==> config.mk <==
export PLATFORM = sky130hd
export DESIGN_NAME = tdm_rx_deser
export DESIGN_NICKNAME = d
export VERILOG_FILES = /design/src/rtl/tdmrx_pkg.sv /design/src/rtl/tdmrx_tick.sv /design/src/rtl/tdmrx_framer.sv /design/src/rtl/tdmrx_shifter.sv /design/src/rtl/tdmrx_outq.sv /design/src/rtl/tdm_rx_deser.sv
export SDC_FILE = /design/constraint.sdc
export NUM_CORES = 1
export LEC_CHECK = 0
export BUFFER_PORTS_ARGS = -buffer_cell sky130_fd_sc_hd__buf_2
export CAP_MARGIN = 20
export CORE_MARGIN = 2
export CORE_UTILIZATION = 55
export CTS_BUF_LIST = sky130_fd_sc_hd__clkbuf_8
export DETAILED_ROUTE_END_ITERATION = 12
export PLACE_DENSITY = 0.83
export RECOVER_POWER = 25
export SYNTH_ARGS = -nofsm -noshare
export SYNTH_HDL_FRONTEND = slang
export SYNTH_SLANG_ARGS = --single-unit
==> constraint.sdc <==
create_clock -name clk -period 5.1 [get_ports clk]
set_input_delay 1.02 -clock clk [delete_from_list [all_inputs] [get_ports clk]]
set_output_delay 1.02 -clock clk [all_outputs]
set_load 0.005 [all_outputs]
==> src/rtl/tdmrx_pkg.sv <==
package tdmrx_pkg;

  // Slot width in bits for a slot length code.
  function automatic logic [5:0] slot_bits(input logic [1:0] code);
    case (code)
      2'd0:    slot_bits = 6'd8;
      2'd1:    slot_bits = 6'd16;
      default: slot_bits = 6'd32;
    endcase
  endfunction

  // Word width in bits for a word length code.
  function automatic logic [5:0] word_bits(input logic [2:0] code);
    case (code)
      3'd0:    word_bits = 6'd8;
      3'd1:    word_bits = 6'd16;
      3'd2:    word_bits = 6'd20;
      3'd3:    word_bits = 6'd24;
      default: word_bits = 6'd32;
    endcase
  endfunction

endpackage

==> src/rtl/tdmrx_tick.sv <==
// Picks the sampling strobe and finds the frame-sync rising edge.
module tdmrx_tick (
  input  logic clk,
  input  logic rst_n,
  input  logic bck_rise,
  input  logic bck_fall,
  input  logic pol,
  input  logic sync_in,
  output logic tick,
  output logic sync_rise
);
  logic prev_sync_q;

  assign tick      = pol ? bck_rise : bck_fall;
  assign sync_rise = tick & sync_in & ~prev_sync_q;

  always_ff @(posedge clk) begin
    if (!rst_n)    prev_sync_q <= 1'b0;
    else if (tick) prev_sync_q <= sync_in;
  end
endmodule

==> src/rtl/tdmrx_framer.sv <==
// Tracks the position of each sampled bit inside the frame.
module tdmrx_framer #(
  parameter int unsigned POS_W  = 5,
  parameter int unsigned SLOT_W = 4,
  localparam int unsigned LEN_W = POS_W + 1
) (
  input  logic              clk,
  input  logic              rst_n,
  input  logic              en,
  input  logic              tick,
  input  logic              sync_rise,
  input  logic              early_eff,
  input  logic [LEN_W-1:0]  slot_len,
  input  logic [SLOT_W-1:0] slots,
  output logic              bit_valid,
  output logic [POS_W-1:0]  bit_pos,
  output logic [SLOT_W-1:0] bit_slot,
  output logic              bit_last
);
  logic              act_q, pend_q;
  logic [POS_W-1:0]  pos_q;
  logic [SLOT_W-1:0] slot_q;
  logic              raw_valid;
  logic [SLOT_W:0]   slot_inc;

  always_comb begin
    raw_valid = 1'b0;
    bit_pos   = pos_q;
    bit_slot  = slot_q;
    if (tick && en) begin
      if (sync_rise && !early_eff) begin
        raw_valid = 1'b1;
        bit_pos   = '0;
        bit_slot  = '0;
      end else if (sync_rise) begin
        raw_valid = 1'b0;
      end else if (pend_q) begin
        raw_valid = 1'b1;
        bit_pos   = '0;
        bit_slot  = '0;
      end else if (act_q) begin
        raw_valid = 1'b1;
      end
    end
    bit_valid = raw_valid && (bit_slot < slots);
    bit_last  = ({1'b0, bit_pos} == (slot_len - LEN_W'(1)));
  end

  assign slot_inc = {1'b0, bit_slot} + (SLOT_W+1)'(1);

  always_ff @(posedge clk) begin
    if (!rst_n) begin
      act_q  <= 1'b0;
      pend_q <= 1'b0;
      pos_q  <= '0;
      slot_q <= '0;
    end else if (!en) begin
      act_q  <= 1'b0;
      pend_q <= 1'b0;
    end else if (tick) begin
      if (sync_rise && early_eff) begin
        pend_q <= 1'b1;
        act_q  <= 1'b0;
      end else if (bit_valid) begin
        pend_q <= 1'b0;
        if (bit_last) begin
          pos_q  <= '0;
          slot_q <= slot_inc[SLOT_W-1:0];
          act_q  <= (slot_inc < {1'b0, slots});
        end else begin
          pos_q  <= bit_pos + POS_W'(1);
          slot_q <= bit_slot;
          act_q  <= 1'b1;
        end
      end else begin
        pend_q <= 1'b0;
        act_q  <= 1'b0;
      end
    end
  end
endmodule

==> src/rtl/tdmrx_shifter.sv <==
// Collects the bits inside the word window of a slot, MSB first.
module tdmrx_shifter #(
  parameter int unsigned DATA_W = 32,
  parameter int unsigned POS_W  = 5,
  localparam int unsigned LEN_W = POS_W + 1
) (
  input  logic              clk,
  input  logic              rst_n,
  input  logic              bit_valid,
  input  logic [POS_W-1:0]  bit_pos,
  input  logic              bit_last,
  input  logic              sdata,
  input  logic [LEN_W-1:0]  slot_len,
  input  logic [LEN_W-1:0]  word_len,
  input  logic              left_just,
  output logic              emit,
  output logic [DATA_W-1:0] emit_word
);
  logic [DATA_W-1:0] acc_q, acc_base;
  logic [LEN_W-1:0]  eff_len;
  logic              in_window;

  always_comb begin
    eff_len   = (word_len < slot_len) ? word_len : slot_len;
    in_window = left_just ? ({1'b0, bit_pos} < eff_len)
                          : ({1'b0, bit_pos} >= (slot_len - eff_len));
    acc_base  = (bit_pos == '0) ? '0 : acc_q;
    emit_word = in_window ? {acc_base[DATA_W-2:0], sdata} : acc_base;
    emit      = bit_valid & bit_last;
  end

  always_ff @(posedge clk) begin
    if (!rst_n)         acc_q <= '0;
    else if (bit_valid) acc_q <= emit_word;
  end
endmodule

==> src/rtl/tdmrx_outq.sv <==
// One-entry valid/ready output holding register with a sticky overrun flag.
module tdmrx_outq #(
  parameter int unsigned DATA_W = 32,
  parameter int unsigned SLOT_W = 4
) (
  input  logic              clk,
  input  logic              rst_n,
  input  logic              emit,
  input  logic [DATA_W-1:0] emit_word,
  input  logic [SLOT_W-1:0] emit_slot,
  output logic              out_valid,
  input  logic              out_ready,
  output logic [DATA_W-1:0] out_data,
  output logic [SLOT_W-1:0] out_slot,
  output logic              overrun
);
  always_ff @(posedge clk) begin
    if (!rst_n) begin
      out_valid <= 1'b0;
      out_data  <= '0;
      out_slot  <= '0;
      overrun   <= 1'b0;
    end else if (emit) begin
      if (out_valid && !out_ready) begin
        overrun <= 1'b1;
      end else begin
        out_valid <= 1'b1;
        out_data  <= emit_word;
        out_slot  <= emit_slot;
      end
    end else if (out_valid && out_ready) begin
      out_valid <= 1'b0;
    end
  end
endmodule

==> src/rtl/tdm_rx_deser.sv <==
module tdm_rx_deser #(
  parameter int unsigned DATA_W = 32,
  parameter int unsigned SLOT_W = 4
) (
  input  logic              clk,
  input  logic              rst_n,
  input  logic              bck_rise,
  input  logic              bck_fall,
  input  logic              sync_in,
  input  logic              sdata_in,
  input  logic              cfg_long_sync,
  input  logic              cfg_early,
  input  logic              cfg_pol,
  input  logic [1:0]        cfg_slot_len,
  input  logic [2:0]        cfg_word_len,
  input  logic [SLOT_W-1:0] cfg_slots,
  input  logic              cfg_left_just,
  input  logic              rx_en,
  output logic              out_valid,
  input  logic              out_ready,
  output logic [DATA_W-1:0] out_data,
  output logic [SLOT_W-1:0] out_slot,
  output logic              overrun
);
  import tdmrx_pkg::*;

  localparam int unsigned POS_W = $clog2(DATA_W);
  localparam int unsigned LEN_W = POS_W + 1;

  logic              tick, sync_rise, early_eff;
  logic [LEN_W-1:0]  slot_len, word_len;
  logic              bit_valid, bit_last, emit;
  logic [POS_W-1:0]  bit_pos;
  logic [SLOT_W-1:0] bit_slot;
  logic [DATA_W-1:0] emit_word;

  assign early_eff = cfg_early & ~cfg_long_sync;
  assign slot_len  = LEN_W'(slot_bits(cfg_slot_len));
  assign word_len  = LEN_W'(word_bits(cfg_word_len));

  tdmrx_tick u_tick (
    .clk(clk), .rst_n(rst_n), .bck_rise(bck_rise), .bck_fall(bck_fall),
    .pol(cfg_pol), .sync_in(sync_in), .tick(tick), .sync_rise(sync_rise)
  );

  tdmrx_framer #(.POS_W(POS_W), .SLOT_W(SLOT_W)) u_framer (
    .clk(clk), .rst_n(rst_n), .en(rx_en), .tick(tick), .sync_rise(sync_rise),
    .early_eff(early_eff), .slot_len(slot_len), .slots(cfg_slots),
    .bit_valid(bit_valid), .bit_pos(bit_pos), .bit_slot(bit_slot),
    .bit_last(bit_last)
  );

  tdmrx_shifter #(.DATA_W(DATA_W), .POS_W(POS_W)) u_shift (
    .clk(clk), .rst_n(rst_n), .bit_valid(bit_valid), .bit_pos(bit_pos),
    .bit_last(bit_last), .sdata(sdata_in), .slot_len(slot_len),
    .word_len(word_len), .left_just(cfg_left_just), .emit(emit),
    .emit_word(emit_word)
  );

  tdmrx_outq #(.DATA_W(DATA_W), .SLOT_W(SLOT_W)) u_outq (
    .clk(clk), .rst_n(rst_n), .emit(emit), .emit_word(emit_word),
    .emit_slot(bit_slot), .out_valid(out_valid), .out_ready(out_ready),
    .out_data(out_data), .out_slot(out_slot), .overrun(overrun)
  );
endmodule

Word-level counts from Yosys, hierarchy flattened. Cells that the tools add are included.

Add/sub/neg operators: 4. $mul: 0. Divide/modulo/power cells: 0. $lt $le $gt $ge: 5. Eq/ne operators: 6. Shifts and indexed selects: 0. Multiplexer cells: 29. Bitwise operators: 8. Reduce and logical (&&, ||, !) cells: 17.

Operators with widths (number): two-way mux 32 bit (2); two-way mux 5 bit (5); one-hot mux 6 bit (4 select lines) (1); two-way mux 4 bit (5); two-way mux 1 bit (14); one-hot mux 6 bit (2 select lines) (1); AND reduction 2 bit (4); equality test 3 x 2 -> 1 bit (second input constant) (2); equality test 5 x 6 -> 1 bit (1); greater-or-equal comparator 5 x 6 -> 1 bit (1); logical AND 1 bit (6); less-than comparator 5 x 6 -> 1 bit (1); less-than comparator 6 bit (1); two-way mux 6 bit (1); subtractor 6 x 1 -> 6 bit (second input constant) (1); subtractor 6 bit (1); adder 4 x 1 -> 5 bit (second input constant) (1); adder 5 x 1 -> 5 bit (second input constant) (1); zero test 5 bit (1); less-than comparator 5 x 4 -> 1 bit (1); bitwise AND 1 bit (4); less-than comparator 4 bit (1); NOT 1 bit (4); AND reduction 4 bit (1); 7 further kinds (8).

Flip-flop bits (word level): 82. Bits in latches: 0. Bits in writable memories: 0. Memory bits (read-only): 0. Input port bits: 21. Output and inout port bits: 38. Memories kept: 0.

Longest topological paths before layout.
Depth in word-level cells: 11. Depth in mapped cells: 20. Depth with buffers taken out: 17.

Cells and area by module. A second synthesis with hierarchy kept.

Cell total of the unflattened synthesis: 710. Area total of the unflattened synthesis: 5813.1 sq um.

By module, submodules not included: tdmrx_shifter (times used 1, cells each 382, area each 2974.1 sq um); tdmrx_outq (times used 1, cells each 163, area each 1554.0 sq um); tdmrx_framer (times used 1, cells each 147, area each 1167.4 sq um); tdmrx_tick (times used 1, cells each 7, area each 62.6 sq um); tdm_rx_deser (times used 1, cells each 11, area each 55.1 sq um).

Worst setup path before layout. OpenSTA, ideal clock, no wires.

Kind: input port to flip-flop. Start: input cfg_slot_len[1]. End: register u_shift.acc_q[10]. Setup time: 0.117 ns. Arrival time: 4.413 ns. Data required time: 4.983 ns. Path slack: 0.571 ns. Stages: 19. Cells stage by stage: nand2b_1 -> ha_1 -> inv_1 -> ha_1 -> clkbuf_1 -> nor4b_1 -> o21ai_1 -> ha_1 -> inv_1 -> ha_1 -> a21o_1 -> a21oi_1 -> or3_1 -> or3_1 -> and3_1 -> buf_6 -> a22o_4 -> buf_6 -> a22o_1.

Word-level cells in the longest chain between the ends: 8.

RTL lines: from (decl) (RTL line tdm_rx_deser.sv:14) `input logic [1:0] cfg_slot_len,`; equality test 2 x 1 -> 1 bit or zero test 2 bit (tied branches) (RTL line tdmrx_pkg.sv:5) `case (code)`; one-hot mux 6 bit (2 select lines) * (RTL line tdmrx_pkg.sv:5); less-than comparator 6 bit (RTL line tdmrx_shifter.sv:24) `eff_len = (word_len < slot_len) ? word_len : slot_len;`; two-way mux 6 bit (RTL line tdmrx_shifter.sv:24); subtractor 6 bit (RTL line tdmrx_shifter.sv:26) `: ({1'b0, bit_pos} >= (slot_len - eff_len));`; greater-or-equal comparator 5 x 6 -> 1 bit (RTL line tdmrx_shifter.sv:26); two-way mux 1 bit * (RTL line tdmrx_shifter.sv:25) `in_window = left_just ? ({1'b0, bit_pos} < eff_len)`; two-way mux 32 bit * (RTL line tdmrx_shifter.sv:28) `emit_word = in_window ? {acc_base[DATA_W-2:0], sdata} : acc_base;`; to (signal assigned) (RTL line tdmrx_shifter.sv:34) `else if (bit_valid) acc_q <= emit_word;`; to (decl) (RTL line tdmrx_shifter.sv:19) `logic [DATA_W-1:0] acc_q, acc_base;`.

Every way passes the cells marked *; elsewhere a longest branch is shown, timed or not. A chain may end at the register's enable or synchronous reset.

Worst setup path in the final report.
Start: input cfg_slot_len[0]. End: register u_outq.out_data[2].

Word-level cells in the longest chain between the ends: 8.

RTL lines: equality test 2 x 1 -> 1 bit or zero test 2 bit (tied branches) (RTL line tdmrx_pkg.sv:5); one-hot mux 6 bit (2 select lines) * (RTL line tdmrx_pkg.sv:5); less-than comparator 6 bit (RTL line tdmrx_shifter.sv:24); two-way mux 6 bit (RTL line tdmrx_shifter.sv:24); subtractor 6 bit (RTL line tdmrx_shifter.sv:26); greater-or-equal comparator 5 x 6 -> 1 bit (RTL line tdmrx_shifter.sv:26); two-way mux 1 bit (RTL line tdmrx_shifter.sv:25); two-way mux 32 bit (RTL line tdmrx_shifter.sv:28); to (signal assigned) (RTL line tdmrx_outq.sv:28) `out_data <= emit_word;`; to (decl) (RTL line tdmrx_outq.sv:13) `output logic [DATA_W-1:0] out_data,`.

Marked as above.

==> results.json <==
{
  "cts_resized": 0,
  "criticalPathCategory": "primary input to flip-flop",
  "synth_top_family_by_area": "compound AO/OA/AOI/OAI gates",
  "dpl.hpwl_um": 5824,
  "slew_violations": 0,
  "avgViaCountPerCell": 5.679,
  "ys_warn_count": 0,
  "netlist_instances": 425,
  "initial_core_util_pct": 56.11,
  "yosys_most_used_dff": "dfxtp_1",
  "htreeDepth": 3,
  "portBuffers": 58,
  "area_growth_pct": 12.03,
  "postRouteWirelength_um": 8397,
  "ys_seq_area_share_pct": 40.77,
  "yosys.area.top_type_share_pct": 40.77,
  "synth_compound_area_share_pct": 21.26,
  "cts.sink_count": 82,
  "drtPass1Iterations": 4,
  "power_density_nw_per_um2": 284.0,
  "period_minus_slack_ps": 4581,
  "maxCapViolations": 0,
  "rsz0062_at_grt": "no",
  "async_flop_share_pct": 0,
  "syn_area_um2": 4026,
  "required_ps": 5310,
  "ir_drop_mv": 0.1755,
  "cts_buffer_depth": 2,
  "die_x_um": 89.56,
  "antennaDiodeCount": 0,
  "path_max_fanout": 32,
  "fin_crit_sh_pct": 89.82,
  "num_vias": 3271,
  "p_leak_uw": 0.001857,
  "syn_nets": 465,
  "yosysMostFrequentCell": "dfxtp_1",
  "nNetsFinal": 512,
  "design.portCount": 59,
  "fp.dieH_um": 89.56,
  "drive_above_1_share_pct": 15.09,
  "clockRootBuffer": "clkbuf_8",
  "synthXorXnorAreaFrac_pct": 2.144,
  "synth_edf_count": 0,
  "yosys.area.top_type": "dfxtp_1",
  "synthMuxAreaShare_pct": 9.571,
  "slew_headroom_pct": 45.89,
  "drt-initial-drc-count": 157,
  "clkLatencyLatePin_ps": 350,
  "core_um2": 7176,
  "wl_per_cell_um": 14.58,
  "nFillCells": 610,
  "hold_viol": 0,
  "max_freq_mhz": 218.3,
  "ant_nets": 0,
  "finClkSkew_ps": 13.20,
  "yosys-top-cells-area": "dfxtp_1 41%, mux2i_1 9.2%, a22o_1 6.7%, ha_1 5.9%, nand2_1 4.4%",
  "status": "completed",
  "die-area_um2": 8021,
  "postCtsSetupRepairBufs": 0,
  "cts_tree": "built",
  "netlist_top_cells_count": "82 x dfxtp_1, 47 x nand2_1, 37 x mux2i_1",
  "ys_types": 55,
  "clk_pin_slew_ps": 80,
  "arrival_ps": 4790,
  "ctsHoldBuffers": 0,
  "gp_congestion": 0.8784,
  "grt-ovfl-total": 0,
  "p_total_uw": 1281,
  "grt_max_degree": 33,
  "setup_viol": 0,
  "antenna_found_initial": 0,
  "numCtsBuffers": 9,
  "setup_tns_ps": 0,
  "num_rows": 31,
  "grt_pass1_vias": 3092,
  "synth_seq_cells": 82,
  "tightest_slew_ps": 804.2,
  "worstSetupStartpointType": "primary input",
  "holdCritPathClass": "flip-flop to flip-flop",
  "end_kind": "flip-flop",
  "synth_fa_ha_area_share_pct": 5.904,
  "grt_pass1_wl_um": 13790,
  "track_usage_pct": 21.71,
  "synth.avg_cell_area_um2": 9.474,
  "drcViolationCount": 0,
  "yosys.area_share.simple_pct": 14.61
}
[worst paths after layout]
kind,from,end,slack [ps],cells past startpoint
worst max-delay path,cfg_slot_len[0],u_outq.out_data[2],520,19
worst min-delay path,u_outq.out_data[29],u_outq.out_data[29],450,2
worst max register to register,u_tick.prev_sync_q,u_outq.out_data[19],1520,11
worst min register to register,u_outq.out_data[29],u_outq.out_data[29],450,2
[cell type report]
class	count	area [um^2]	share of cell area [%]
Sequential cell	82	1642	36.39
Tap cell	99	123.9	2.746
Multi-Input combinational cell	303	2163	47.96
Clock buffer	9	123.9	2.746
Timing Repair Buffer	63	329.1	7.295
Clock inverter	7	80.08	1.775
Inverter	13	48.80	1.082
[per-layer routing]
metal  track usage [%]  share of wire (%)  up-vias
li1                  -                  -     1625
met1             25.81                 44     1545
met2             38.84                 50       87
met3             4.709                4.5       14
met4             6.649                1.5        0
met5                 0                  0        -
[report_power, final]
group | leakage [uW] | internal, uW | switching, uW
combinational | 0.00109 | 63.8 | 89.1
sequential | 0.000660 | 641 | 0.942
clock | 0.000103 | 234 | 252
total | 0.00186 | 939 | 342
[cells by family (layout without fill, tap and decap cells)]
group / count (synthesis) / in the layout
AO/OA/AOI/OAI: 122 / 122
XOR/XNOR: 9 / 9
adder cells (fa/ha/maj): 19 / 19
buffers and inverters: 40 / 92
flip-flops: 82 / 82
multiplexers: 38 / 38
AND/OR/NAND/NOR: 115 / 115
[state kept, by name (all words and copies together), names as in the netlist]
name                cells
u_outq.out_slot         4
u_tick.prev_sync_q      1
u_outq.out_data        32
u_shift.acc_q          32
u_framer.pend_q         1
u_outq.out_valid        1
u_framer.pos_q          5
u_outq.overrun          1
u_framer.slot_q         4
u_framer.act_q          1
[critical path, stage by stage]
cell     delay (ps)
buf_2           120
nor2_2          170
inv_1           150
ha_1            270
ha_1            370
nand2_1          80
o31ai_1          60
a211o_1         260
ha_1            200
nor2_1          130
xor2_1           90
ha_1            290
a21oi_1          70
or3_1           290
or3_1           290
and3_2          250
buf_4           300
mux2i_1         280
o21ai_1          80
[cell usage in the layout, fill, tap and decap left out, types with 4 or more instances in the layout]
cell and n:
o21ai_1 33, a22oi_1 5, inv_1 13, o21ai_0 15
a21boi_0 4, mux2i_1 37, ha_1 19, buf_2 39
nor2b_1 15, nand2b_1 5, dfxtp_1 82, nand2_1 47
clkbuf_8 9, a22o_1 31, clkbuf_1 19, and2_1 6
nand3_1 7, xor2_1 4, xnor2_1 4, a21oi_1 11
nor2_1 13
[through the flow]
step / setup slack [ps] / area [um^2] / util [%] / hold slack (ps) / cells
CTS: 559.8 / 4534 / 63.19 / 452.3 / 576
finish: 519.0 / 4511 / 62.86 / 450.4 / 576
global placement: 340.8 / 4330 / 60.35 / 432.9 / 560
global route: 205.7 / 4511 / 62.86 / 472.1 / 576
floorplan: 570.7 / 4026 / - / 444.8 / 425
detailed placement: 217.3 / 4330 / 60.35 / 439.9 / 560
(Power assumes the default switching activity.)
